## config.mk

```make
export PLATFORM = sky130hd
export DESIGN_NAME = linkClkStop
export DESIGN_NICKNAME = d
export VERILOG_FILES = /design/src/rtl/linkStopPkg.sv /design/src/rtl/linkStopCtrl.sv /design/src/rtl/linkStopData.sv /design/src/rtl/linkClkStop.sv
export SDC_FILE = /design/constraint.sdc
export NUM_CORES = 1
export LEC_CHECK = 0
export BUFFER_PORTS_ARGS = -buffer_cell sky130_fd_sc_hd__buf_2
export CORE_ASPECT_RATIO = 1.4
export CORE_UTILIZATION = 30
export CTS_BUF_LIST = sky130_fd_sc_hd__clkbuf_4 sky130_fd_sc_hd__clkbuf_8
export DETAILED_ROUTE_END_ITERATION = 16
export SYNTH_ARGS = -nofsm -noshare
export SYNTH_HDL_FRONTEND = slang
export SYNTH_SLANG_ARGS = --single-unit
```

## constraint.sdc

```tcl
create_clock -name clk -period 1.35 [get_ports clk]
set_input_delay 0.0675 -clock clk [delete_from_list [all_inputs] [get_ports clk]]
set_output_delay 0.0675 -clock clk [all_outputs]
set_load 0.05 [all_outputs]
```

## src/rtl/linkStopPkg.sv

```systemverilog
package linkStopPkg;
  localparam int CTRL_ADDR = 0;
  localparam int CHAN_ADDR = 1;
  localparam int IF_BIT    = 0;
  localparam int AUTO_BIT  = 1;
  localparam int MAN_BIT   = 2;
  localparam int AO_BIT    = 3;

  typedef struct packed {
    logic ctrlWr;        // load enable, auto and manual fields
    logic alwaysOnLoad;  // load the always-on field
    logic chanWr;        // load channel enable and mode fields
  } strobeT;
endpackage

```

## src/rtl/linkStopCtrl.sv

```systemverilog
module linkStopCtrl
  import linkStopPkg::*;
#(
  parameter int ADDR_W = 2
) (
  input  logic              wrEn,
  input  logic [ADDR_W-1:0] wrAddr,
  input  logic              ifEnable,
  output strobeT            stb
);
  localparam logic [ADDR_W-1:0] CtrlAddr = ADDR_W'(CTRL_ADDR);
  localparam logic [ADDR_W-1:0] ChanAddr = ADDR_W'(CHAN_ADDR);

  logic ctrlHit;

  always_comb begin
    ctrlHit          = wrEn && (wrAddr == CtrlAddr);
    stb.ctrlWr       = ctrlHit;
    stb.alwaysOnLoad = ctrlHit && !ifEnable;   // the override is locked while the link is up
    stb.chanWr       = wrEn && (wrAddr == ChanAddr);
  end
endmodule

```

## src/rtl/linkStopData.sv

```systemverilog
module linkStopData
  import linkStopPkg::*;
#(
  parameter int NUM_CH = 4,
  parameter int DATA_W = 2 * NUM_CH
) (
  input  logic              clk,
  input  logic              rstN,
  input  strobeT            stb,
  input  logic [DATA_W-1:0] wrData,
  input  logic              hsBusy,
  input  logic [NUM_CH-1:0] chanHsNeed,
  output logic              ifEnable,
  output logic              stopClk
);
  logic              autoStop;
  logic              manualStop;
  logic              alwaysOn;
  logic [NUM_CH-1:0] chanEn;
  logic [NUM_CH-1:0] chanVid;
  logic [NUM_CH-1:0] videoAct;
  logic [NUM_CH-1:0] cmdHs;
  logic              clkNeeded;
  logic              nextStop;

  always_ff @(posedge clk or negedge rstN) begin
    if (!rstN) begin
      ifEnable   <= 1'b0;
      autoStop   <= 1'b0;
      manualStop <= 1'b0;
      alwaysOn   <= 1'b0;
      chanEn     <= '0;
      chanVid    <= '0;
    end else begin
      if (stb.ctrlWr) begin
        ifEnable   <= wrData[IF_BIT];
        autoStop   <= wrData[AUTO_BIT];
        manualStop <= wrData[MAN_BIT];
      end
      if (stb.alwaysOnLoad) alwaysOn <= wrData[AO_BIT];
      if (stb.chanWr) begin
        chanEn  <= wrData[NUM_CH-1:0];
        chanVid <= wrData[2*NUM_CH-1:NUM_CH];
      end
    end
  end

  for (genvar ch = 0; ch < NUM_CH; ch++) begin : gChan
    assign videoAct[ch] = chanEn[ch] && chanVid[ch];
    assign cmdHs[ch]    = chanEn[ch] && !chanVid[ch] && chanHsNeed[ch];
  end

  always_comb begin
    clkNeeded = alwaysOn || hsBusy || (|videoAct) || (|cmdHs);
    if (!ifEnable)     nextStop = 1'b1;
    else if (autoStop) nextStop = !clkNeeded;
    else               nextStop = manualStop;
  end

  always_ff @(posedge clk or negedge rstN) begin
    if (!rstN) stopClk <= 1'b1;
    else       stopClk <= nextStop;
  end

  AST_IF_OFF_STOPS: assert property (@(posedge clk) disable iff (!rstN)
    !ifEnable |=> stopClk);
  AST_RUN_NEEDS_IF: assert property (@(posedge clk) disable iff (!rstN)
    !stopClk |-> $past(ifEnable));
  AST_AUTO_HOLD: assert property (@(posedge clk) disable iff (!rstN)
    (ifEnable && autoStop && (alwaysOn || hsBusy)) |=> !stopClk);
  AST_MANUAL_FOLLOW: assert property (@(posedge clk) disable iff (!rstN)
    (ifEnable && !autoStop) |=> (stopClk == $past(manualStop)));
  AST_AO_LOCKED: assert property (@(posedge clk) disable iff (!rstN)
    ifEnable |=> $stable(alwaysOn));
endmodule

```

## src/rtl/linkClkStop.sv

```systemverilog
module linkClkStop
  import linkStopPkg::*;
#(
  parameter int NUM_CH = 4,
  parameter int ADDR_W = 2,
  parameter int DATA_W = 2 * NUM_CH
) (
  input  logic              clk,
  input  logic              rstN,
  input  logic              wrEn,
  input  logic [ADDR_W-1:0] wrAddr,
  input  logic [DATA_W-1:0] wrData,
  input  logic              hsBusy,
  input  logic [NUM_CH-1:0] chanHsNeed,
  output logic              stopClk
);
  strobeT stb;
  logic   ifEnable;

  linkStopCtrl #(.ADDR_W(ADDR_W)) uCtrl (
    .wrEn     (wrEn),
    .wrAddr   (wrAddr),
    .ifEnable (ifEnable),
    .stb      (stb)
  );

  linkStopData #(.NUM_CH(NUM_CH), .DATA_W(DATA_W)) uData (
    .clk        (clk),
    .rstN       (rstN),
    .stb        (stb),
    .wrData     (wrData),
    .hsBusy     (hsBusy),
    .chanHsNeed (chanHsNeed),
    .ifEnable   (ifEnable),
    .stopClk    (stopClk)
  );
endmodule

```

**Word level (Yosys, flattened, before mapping)**

Index checks and enable logic that the tools add are counted.

- Register bits: 13
- Output and inout bits: 1
- Logic and storage cells: 37

- Equal/unequal tests: 1
- Mux-type cells: 2
- Reduce and logical (&&, ||, !) cells: 27

Operators with widths:

| kind | number |
|---|---|
| logical AND 1 bit | 15 |
| OR reduction 4 bit | 2 |
| logical NOT 1 bit | 6 |
| logical OR 1 bit | 3 |
| equality test 2 x 1 -> 1 bit (second input constant) | 1 |
| logical NOT 2 bit | 1 |
| 2-to-1 mux 1 bit | 2 |

**Depth between registers and ports, before layout**

Gate-level depths: netlist (run 1).

- Depth in word-level cells: 8
- Gate-level depth with buffers: 3
- Depth with buffers taken out: 3

**Cells and area by module**

Synthesis (run 1) repeated with hierarchy kept, for this count alone.

- Cells, all modules: 41
- Area, all modules: 578.1 um2

By module, submodules not included:

| module | times used | cells an instance | area an instance (um2) | seq. area each (um2) |
|---|---|---|---|---|
| linkStopData | 1 | 37 | 538.0 | 326.6 |
| linkStopCtrl | 1 | 4 | 40.0 | 0.0 |

**Least setup slack after synthesis (run 1)**

OpenSTA, ideal clock, no wires.

- Path type: register to register
- From: register uData.ifEnable
- To: register uData.alwaysOn
- Arrival time: 0.868 ns
- Required time: 1.225 ns
- Slack: 0.358 ns
- Stages on the path, launching flop included: 3
- Path buffers: 0
- Period minus slack after synthesis: 0.992 ns
- Path through: dfrtp_1 and2b_2 mux2_2

- Cells in the longest elaborated chain, start to end: 2

Ends and longest elaborated chain:

| item | RTL line | text |
|---|---|---|
| from (decl) | linkStopData.sv:13 | `output logic ifEnable,` |
| from (signal assigned) | linkStopData.sv:36 | `ifEnable <= wrData[IF_BIT];` |
| logical NOT 1 bit | -- |  |
| logical AND 1 bit | linkStopCtrl.sv:19 | `stb.alwaysOnLoad = ctrlHit && !ifEnable;` |
| to (signal assigned) | linkStopData.sv:40 | `if (stb.alwaysOnLoad) alwaysOn <= wrData[AO_BIT];` |
| to (decl) | linkStopData.sv:18 | `logic alwaysOn;` |

No other way between the ends.
A chain may end at the register's enable or synchronous reset.

**Final worst setup path (run 1)**

- From: register uData.stopClk
- To: output stopClk

RTL lines:

| item | RTL line | text |
|---|---|---|
| from (decl) | linkStopData.sv:14 | `output logic stopClk` |
| from (signal assigned) | linkStopData.sv:62 | `else stopClk <= nextStop;` |
| to (decl) | linkClkStop.sv:15 | `output logic stopClk` |

No word-level cell between the ends.

==> summary.md, run 1 <==
| Metric | Value |
|---|---|
| Place WS | 0.261 ns |
| Post-route cell area | 713 um^2 |
| Status | finished, final reports clean |
| Max Buffers Root-to-Sink | 2 |
| Global-route wire length before repair | 1550 um |
| Synth Register Bits | 13 |
| Setup TNS Final | 0 ns |
| Syn avg cell area | 14.3 um^2 |
| Hold path startpoint | wrData[4] |
| Overall die height | 53.0 um |
| Post-layout util | 40.6% |
| Max IR drop VDD | 0.619 mV |
| Initial detailed-routing violation count | 4 |
| R2R Path Start | uData.ifEnable |
| Critical Path, Cell by Cell | buf_2 |
| Share of layout cells above drive strength 1 | 59.7% |
| ANT nets after route | 0 |
| Top Family by Delay on Critical Path | flip-flops |
| Critical-path top delay cell | dfstp_2 |
| Synth Warn # | 0 |
| Register area share after synthesis | 58.5% |
| Average wire per standard cell | 11.8 um |
| Clk_lat worst skew | 0.27 ns |
| Num ports | 19 |
| Hold Path Stages | 2 |
| Relative slew slack | 80.9% |
| R2R depth | 2 |
| Final std cells w/o fill | 82 |
| Largest stage delay, worst path | 0.51 ns |
| Endpoint type of the worst setup path | output port |
| Synth Net Count | 57 |
| Die Area | 0.00204 mm^2 |
| R2R Path End | uData.alwaysOn |
| Final wirelength | 965 um |
| Slew Viols, Final | 0 |
| CP required | 1.28 ns |
| DRC | 0 |
| Vias in the first global route | 358 |
| Initial Utilization | 31.8% |
| TritonRoute pass-1 iters | 2 |
| Root Buffer | clkbuf_4 |
| Final hold vios | 0 |
| # H-tree levels | 1 |
| Total global-route track usage | 11.3% |
| Vias post-DR | 392 |
| Core Area | 0.00176 mm^2 |
| Bufs and invs on worst path | 1 |
| Worst Tran Pin Value | 0.286 ns |
| Post-placement cell count | 77 |
| Fmax | 912 MHz |
| CP startpoint kind | flip-flop |
| DIE WIDTH | 38.5 um |
| Final worst slack | 0.253 ns |
| Crit path max fanout | 1 |
| Clk slew on worst S/H paths | 0.08 ns |
| CTS tree | done |
| Core Rows | 18 |
| # Max-Cap Violations | 0 |
| Cell Area, Synth | 558 um^2 |
| Worst Skew | 0.000415 ns |
| Final worst path period share | 81.2% |
| Yosys cell types | 14 |
| Hold Path End | uData.chanVid[0] |
| Data arrival, critical path | 1.03 ns |
| PortBufs | 18 |
| Mapped Cells | 39 |
| R2R Setup Slk | 0.33 ns |
| Area after DPL | 673 um^2 |
| CTS buffer count | 3 |
| # nets final | 81 |
| Grt ovf | 0 |
| Largest net degree at the start of global routing | 14 |
| Final Critical Period | 1.10 ns |
| Pwr per Cell Area | 1340 mW/mm^2 |
| Final setup viols | 0 |
| Total clock sinks | 13 |
| Leakage | 0.000328 uW |
| Initial antenna violation count | 0 |
| CP Class | reg -> out |
| Antenna Diode Count | 0 |
| Synthesis-to-finish area growth | 27.8% |
| Gpl congestion | 0.669 |
| HP Class | in -> reg |
| DR vias/cell | 4.78 |
| RSZ-0062 raised after global routing | no |
-- logic make-up after synthesis --
kind of cell | Yosys count | synth area share (%)
DFF | 13 | 58.5
muxes | 11 | 22.2
and+or+nand+nor | 8 | 12.1
AOI/OAI and AO/OA | 6 | 6.50
buffers and inverters | 1 | 0.672
-- cell type report --
cell class | instances | area, um^2
fillers | 185 | 1040
flip-flops and latches | 13 | 327
multi-input cells | 25 | 228
repair buffers | 19 | 100
clock buffers | 4 | 30.0
well taps | 20 | 25.0
inverters | 1 | 3.75
-- Yosys cell counts --
cell type	n	area, um^2
dfrtp_1	12	300
mux2_2	11	124
o21ai_0	4	20.0
nand2_1	2	7.51
a22oi_1	1	7.51
and2b_2	1	8.76
dfstp_2	1	26.3
inv_1	1	3.75
nand3b_1	1	7.51
nand3b_2	1	11.3
nand4_1	1	6.26
nor3b_1	1	7.51
nor3b_4	1	18.8
o221ai_1	1	8.76
-- stage by stage --
stage	hold WS [ns]	power, uW
final	0.0246	955
after global routing	0.0132	1020
after CTS	0.0170	972
after detailed placement	-0.0298	707
after global placement	-0.0326	701
after floorplan	-0.228	640
-- worst max-delay path by stage --
stage                    from  depth (start not counted)             end
2_1_floorplan  uData.ifEnable                          2  uData.alwaysOn
6_report        uData.stopClk                          1         stopClk
3_3_place_gp        wrAddr[1]                          4  uData.alwaysOn
5_1_grt         uData.stopClk                          1         stopClk
3_5_place_dp        wrAddr[1]                          4  uData.alwaysOn
4_1_cts         uData.stopClk                          1         stopClk
-- placed cells by master, fill, tap and decap left out --
cell,count
nand3b_1,1
inv_1,1
nor3b_1,1
clkbuf_4,4
o21ai_0,4
nor3b_4,1
nand3b_2,1
and2b_2,1
buf_2,18
dfrtp_1,12
nand2_1,2
a22oi_1,1
dfstp_2,1
dlygate4sd3_1,1
mux2_2,11
o221ai_1,1
nand4_1,1
-- metal layers --
layer | global-route usage [%] | vias up | share of wire, %
li1 | - | 190 | -
met1 | 14.1 | 188 | 42
met2 | 17.2 | 12 | 52
met3 | 1.68 | 2 | 5.0
met4 | 8.62 | 0 | 1.0
met5 | 0 | - | 0
-- flip-flops by register name (all words and copies together) (netlist names) --
name              cells
uData.alwaysOn        1
uData.autoStop        1
uData.chanEn          4
uData.chanVid         4
uData.ifEnable        1
uData.manualStop      1
uData.stopClk         1
-- power breakdown --
group / leakage, uW / total [uW] / internal (uW) / switching, uW
sequential: 0.000153 / 513 / 473 / 40.4
clock: 0.0000184 / 255 / 134 / 121
combinational: 0.000157 / 186 / 101 / 85.5
total: 0.000328 / 955 / 708 / 247
-- worst register-to-register path: cells and delay by family (launching register included) --
family	cells	cell delay (ns)
flops	1	0.39
mux	1	0.32
simple gates	1	0.21
-- repair_timing --
action                     in CTS  in global routing
buffers inserted                0                  0
setup endpoints to repair       0                  0
resized for setup               0                  0
hold endpoints to repair       13                  0
hold buffers                    1                  0
(Power assumes the default switching activity.)
==> run 2: changes to the inputs <==
Clock period 1.35 ns to 1 ns, I/O delays scaled along.
==> summary.md, run 2 (synthesized netlist as in run 1, its figures left out) <==
| Metric | Value |
|---|---|
| Gpl congestion | 0.772 (was 0.669) |
| CP Class | reg -> reg (was reg -> out) |
| Largest net degree at the start of global routing | 14 (unchanged) |
| Fmax | 1000 MHz |
| Data arrival, critical path | 1.15 ns (was 1.03 ns) |
| CP startpoint kind | flip-flop (unchanged) |
| HP Class | in -> reg (unchanged) |
| DR vias/cell | 4.85 (was 4.78) |
| Worst Tran Pin Value | 0.285 ns (was 0.286 ns) |
| Commonest non-fill, non-tap cell in the layout | buf_2 (unchanged) |
| Clk_lat worst skew | 0.26 ns (was 0.27 ns) |
| Leading registers by flop count | uData.chanEn x4, uData.chanVid x4 (unchanged) |
| Vias in the first global route | 392 (was 358) |
| Max Buffers Root-to-Sink | 2 (unchanged) |
| Worst Skew | 0.00171 ns (was 0.000415 ns) |
| # H-tree levels | 1 (unchanged) |
| Multi-input logic area | 240 um^2 (was 228 um^2) |
| Post-layout util | 43.2% (was 40.6%) |
| DRC | 0 (unchanged) |
| Hpwl dp | 806 um |
| # Max-Cap Violations | 0 (unchanged) |
| CTS buffer count | 3 (unchanged) |
| Overall die height | 53.0 um (unchanged) |
| # nets final | 84 (was 81) |
| Pwr per Cell Area | 1790 mW/mm^2 (was 1340 mW/mm^2) |
| Setup TNS Final | 0 ns (unchanged) |
| Num ports | 19 (unchanged) |
| Initial Utilization | 31.8% (unchanged) |
| Fin Hold WS | 0.00782 ns (was 0.0246 ns) |
| Vias post-DR | 412 (was 392) |
| PortBufs | 18 (unchanged) |
| Final worst path period share | 99.7% |
| Antenna Diode Count | 0 (unchanged) |
| Filler cell count | 179 (was 185) |
| CTS tree | done (unchanged) |
| Status | finished, final reports clean (unchanged) |
| Final Critical Period | 0.997 ns |
| Grt ovf | 0 (unchanged) |
| Initial detailed-routing violation count | 5 (was 4) |
| TritonRoute pass-1 iters | 3 (was 2) |
| Share of layout cells above drive strength 1 | 63.1% (was 59.7%) |
| Root Buffer | clkbuf_4 (unchanged) |
| Synthesis-to-finish area growth | 35.9% (was 27.8%) |
| Average wire per standard cell | 12.1 um (was 11.8 um) |
| Die Area | 0.00204 mm^2 (unchanged) |
| Leakage | 0.000356 uW (was 0.000328 uW) |
| FF+latch area | 327 um^2 (unchanged) |
| Slew Viols, Final | 0 (unchanged) |
| Final wirelength | 1030 um (was 965 um) |
| Total global-route track usage | 11.5% (was 11.3%) |
| Initial antenna violation count | 0 (unchanged) |
| Total clock sinks | 13 (unchanged) |
| Global-route wire length before repair | 1620 um (was 1550 um) |
| DIE WIDTH | 38.5 um (unchanged) |
| Clk slew on worst S/H paths | 0.08 ns (about the same) |
| Max IR drop VDD | 1.25 mV (was 0.619 mV) |
| CP required | 1.15 ns (was 1.28 ns) |
| Most frequent cells in the layout | buf_2, dfrtp_1, mux2_2 (unchanged) |
| Crit path max fanout | 2 (was 1) |
| RSZ-0062 raised after global routing | yes (was no) |
| Final setup viols | 0 (unchanged) |
| Endpoint type of the worst setup path | flip-flop (was output port) |
| Relative slew slack | 81.0% (was 80.9%) |
| Final hold vios | 0 (unchanged) |
| Core Rows | 18 (unchanged) |
| ANT nets after route | 0 (unchanged) |
| Core Area | 0.00176 mm^2 (unchanged) |
## run 2: changes by cell type in the layout (fill, tap and decap cells not counted), sizes merged
cell	previous run	this run
buf	18	21
## run 2: where the power goes
part | internal (uW) | leakage, uW | total (uW) | switching, uW
clock | 181 | 0.0000184 | 340 | 159
combinational | 190 | 0.000184 | 316 | 127
sequential | 639 | 0.000153 | 703 | 63.3
## run 2: final timing paths
| kind | startpoint | endpoint | slack [ns] | depth (start not counted) |
|---|---|---|---|---|
| setup reg to reg | uData.ifEnable | uData.alwaysOn | 0.003 | 2 |
| hold reg to reg | uData.chanVid[1] | uData.chanVid[1] | 0.50 | 1 |
| setup / recovery | uData.ifEnable | uData.alwaysOn | 0.003 | 2 |
| max in group asynchronous | rstN | uData.stopClk | 0.53 | 2 |
| min in group asynchronous | rstN | uData.chanEn[0] | 0.19 | 2 |
| hold / removal | wrData[4] | uData.chanVid[0] | 0.008 | 2 |
## run 2: what timing repair did
action,in CTS,in global routing
setup endpoints to repair,3,3
setup buffers,1,0
resized for setup,5,1
hold buffers,1,0
hold endpoints to repair,13,0
gates cloned,0,0
## run 2: worst max-delay path, stage by stage (launching register included)
cell and delay [ns]:
dfrtp_1 0.38, and2b_2 0.22, mux2_4 0.29
## run 2: through the flow
step                      worst slack (ns)  power [uW]  std cells  cell area [um^2]
after floorplan                    0.00753         864         39               558
after global placement              0.0106         973         80               696
after detailed placement           -0.0211         983         80               696
after CTS                         -0.00220        1370         86               762
after global routing               -0.0150        1420         85               758
final                              0.00304        1360         85               758
## run 2: layer usage
layer  global-route usage [%]  routed length, um
met1                     13.9                432
met2                     19.2                537
met3                     1.26                 47
met4                     6.90                  9
met5                        0                  0
## run 2: cell type report
cell class	instances	share of cell area, %
timing repair buffer	22	17.5
clock buffer	4	3.96
inverter	1	0.495
multi-input combinational	25	31.7
tap	20	3.30
sequential	13	43.1
==> run 3: changes to the inputs <==
Settings changed: CTS_BUF_LIST sky130_fd_sc_hd__clkbuf_4 sky130_fd_sc_hd__clkbuf_8 to not set.
==> summary.md, run 3 (synthesized netlist as in run 1, its figures left out) <==
| Metric | Value |
|---|---|
| Status | finished, final reports clean (unchanged) |
| Global-route wire length before repair | 1620 um (unchanged) |
| Relative slew slack | 81.0% (about the same) |
| Initial detailed-routing violation count | 5 (unchanged) |
| Post-layout util | 42.9% (was 43.2%) |
| Max Buffers Root-to-Sink | 2 (unchanged) |
| Vias in the first global route | 392 (unchanged) |
| Clk_lat worst skew | 0.26 ns (about the same) |
| Slew Viols, Final | 0 (unchanged) |
| ANT nets after route | 0 (unchanged) |
| Total clock sinks | 13 (unchanged) |
| Synthesis-to-finish area growth | 35.2% (was 35.9%) |
| Sw Share | 26.0% (was 25.7%) |
| Num ports | 19 (unchanged) |
| Clk slew on worst S/H paths | 0.08 ns (about the same) |
| CP startpoint kind | flip-flop (unchanged) |
| Fmax | 1000 MHz (unchanged) |
| # Max-Cap Violations | 0 (unchanged) |
| HP Class | in -> reg (unchanged) |
| CP required | 1.15 ns (about the same) |
| Total global-route track usage | 11.5% (unchanged) |
| Logic gate share of total power | 23.8% (was 23.3%) |
| Seq pwr share | 52.9% (was 51.7%) |
| Core Rows | 18 (unchanged) |
| Hpwl dp | 806 um (unchanged) |
| # H-tree levels | 1 (unchanged) |
| Max IR drop VDD | 1.25 mV (about the same) |
| CP Class | reg -> reg (unchanged) |
| CTS tree | done (unchanged) |
| Leakage | 0.000352 uW (was 0.000356 uW) |
| Cell Int Power | 983 uW (was 1010 uW) |
| Antenna Diode Count | 0 (unchanged) |
| Initial Utilization | 31.8% (unchanged) |
| Final wirelength | 1030 um (unchanged) |
| CTS buffer count | 3 (unchanged) |
| Vias post-DR | 411 (was 412) |
| Post-placement cell count | 80 (unchanged) |
| Final hold vios | 0 (unchanged) |
| Largest net degree at the start of global routing | 14 (unchanged) |
| Worst Skew | 0.000588 ns (was 0.00171 ns) |
| Die Area | 0.00204 mm^2 (unchanged) |
| Average wire per standard cell | 12.1 um (unchanged) |
| Final worst path period share | 99.7% (about the same) |
| DIE WIDTH | 38.5 um (unchanged) |
| Share of layout cells above drive strength 1 | 61.5% (was 63.1%) |
| Final std cells w/o fill | 85 (unchanged) |
| DRC | 0 (unchanged) |
| Worst Tran Pin Value | 0.285 ns (about the same) |
| Core Area | 0.00176 mm^2 (unchanged) |
| Leading registers by flop count | uData.chanEn x4, uData.chanVid x4 (unchanged) |
| Final Critical Period | 0.997 ns (about the same) |
| # nets final | 84 (unchanged) |
| Root Buffer | clkbuf_4 (unchanged) |
| Endpoint type of the worst setup path | flip-flop (unchanged) |
| TritonRoute pass-1 iters | 3 (unchanged) |
| Gpl congestion | 0.772 (unchanged) |
| Most frequent cells in the layout | buf_2, dfrtp_1, mux2_2 (unchanged) |
| Data arrival, critical path | 1.15 ns (about the same) |
| Final setup viols | 0 (unchanged) |
| Clock power frac | 23.3% (was 25.0%) |
| DR vias/cell | 4.84 (was 4.85) |
| Initial antenna violation count | 0 (unchanged) |
| Post-route cell area | 754 um^2 (was 758 um^2) |
| PortBufs | 18 (unchanged) |
| P_sw | 346 uW (was 349 uW) |
| Overall die height | 53.0 um (unchanged) |
| Crit path max fanout | 2 (unchanged) |
| Grt ovf | 0 (unchanged) |
| RSZ-0062 raised after global routing | yes (unchanged) |
| Area after DPL | 696 um^2 (unchanged) |
| Pwr per Cell Area | 1760 mW/mm^2 (was 1790 mW/mm^2) |
| Commonest non-fill, non-tap cell in the layout | buf_2 (unchanged) |
==> run 3: power groups by stage <==
stage                     clock (uW)  sequential (uW)  combinational [uW]
after global placement             0              696                 276
after global routing             340              714                 341
after floorplan                    0              727                 138
final                            310              703                 316
after CTS                        323              701                 324
after detailed placement           0              703                 280
==> run 3: worst paths after layout <==
kind | slack (ns) | cells past startpoint | start | end
max | 0.003 | 2 | uData.ifEnable | uData.alwaysOn
min | 0.01 | 2 | wrData[4] | uData.chanVid[0]
max reg2reg | 0.003 | 2 | uData.ifEnable | uData.alwaysOn
min reg2reg | 0.50 | 1 | uData.chanVid[1] | uData.chanVid[1]
max in group asynchronous | 0.53 | 2 | rstN | uData.stopClk
min in group asynchronous | 0.19 | 2 | rstN | uData.chanVid[1]
==> run 3: layer usage <==
metal / vias up / GRT usage, % / routed length, um
li1: 196 / - / -
met1: 203 / 13.9 / 432
met2: 10 / 19.2 / 537
met3: 2 / 1.26 / 47
met4: 0 / 6.90 / 9
met5: - / 0 / 0
==> run 3: final cells by class <==
| class | count | area [um^2] |
|---|---|---|
| tap | 20 | 25.0 |
| clock buffer | 4 | 26.3 |
| fill | 180 | 1000 |
| timing repair buffer | 22 | 133 |
| multi-input combinational | 25 | 240 |
| inverter | 1 | 3.75 |
| sequential | 13 | 327 |
==> run 3: worst max-delay path, stage by stage, from the launching register on <==
cell and delay (ns):
dfrtp_1 0.38, and2b_2 0.22, mux2_4 0.29
==> run 3: stage by stage <==
step           total power, uW  setup TNS, ns  hold WS, ns  setup slack, ns
2_1_floorplan              864              0       -0.246          0.00753
3_3_place_gp               973              0      -0.0506           0.0106
3_5_place_dp               983        -0.0211      -0.0514          -0.0211
4_1_cts                   1350       -0.00373      0.00416         -0.00373
5_1_grt                   1390        -0.0249      0.00373          -0.0154
6_report                  1330              0       0.0100          0.00304
==> run 3: what timing repair did <==
action                                  4_1_cts  5_1_grt
buffers inserted                              1        0
endpoints found under the setup margin        3        3
hold buffers                                  1        0
gates resized for setup                       5        1
endpoints found under the hold margin        13        0
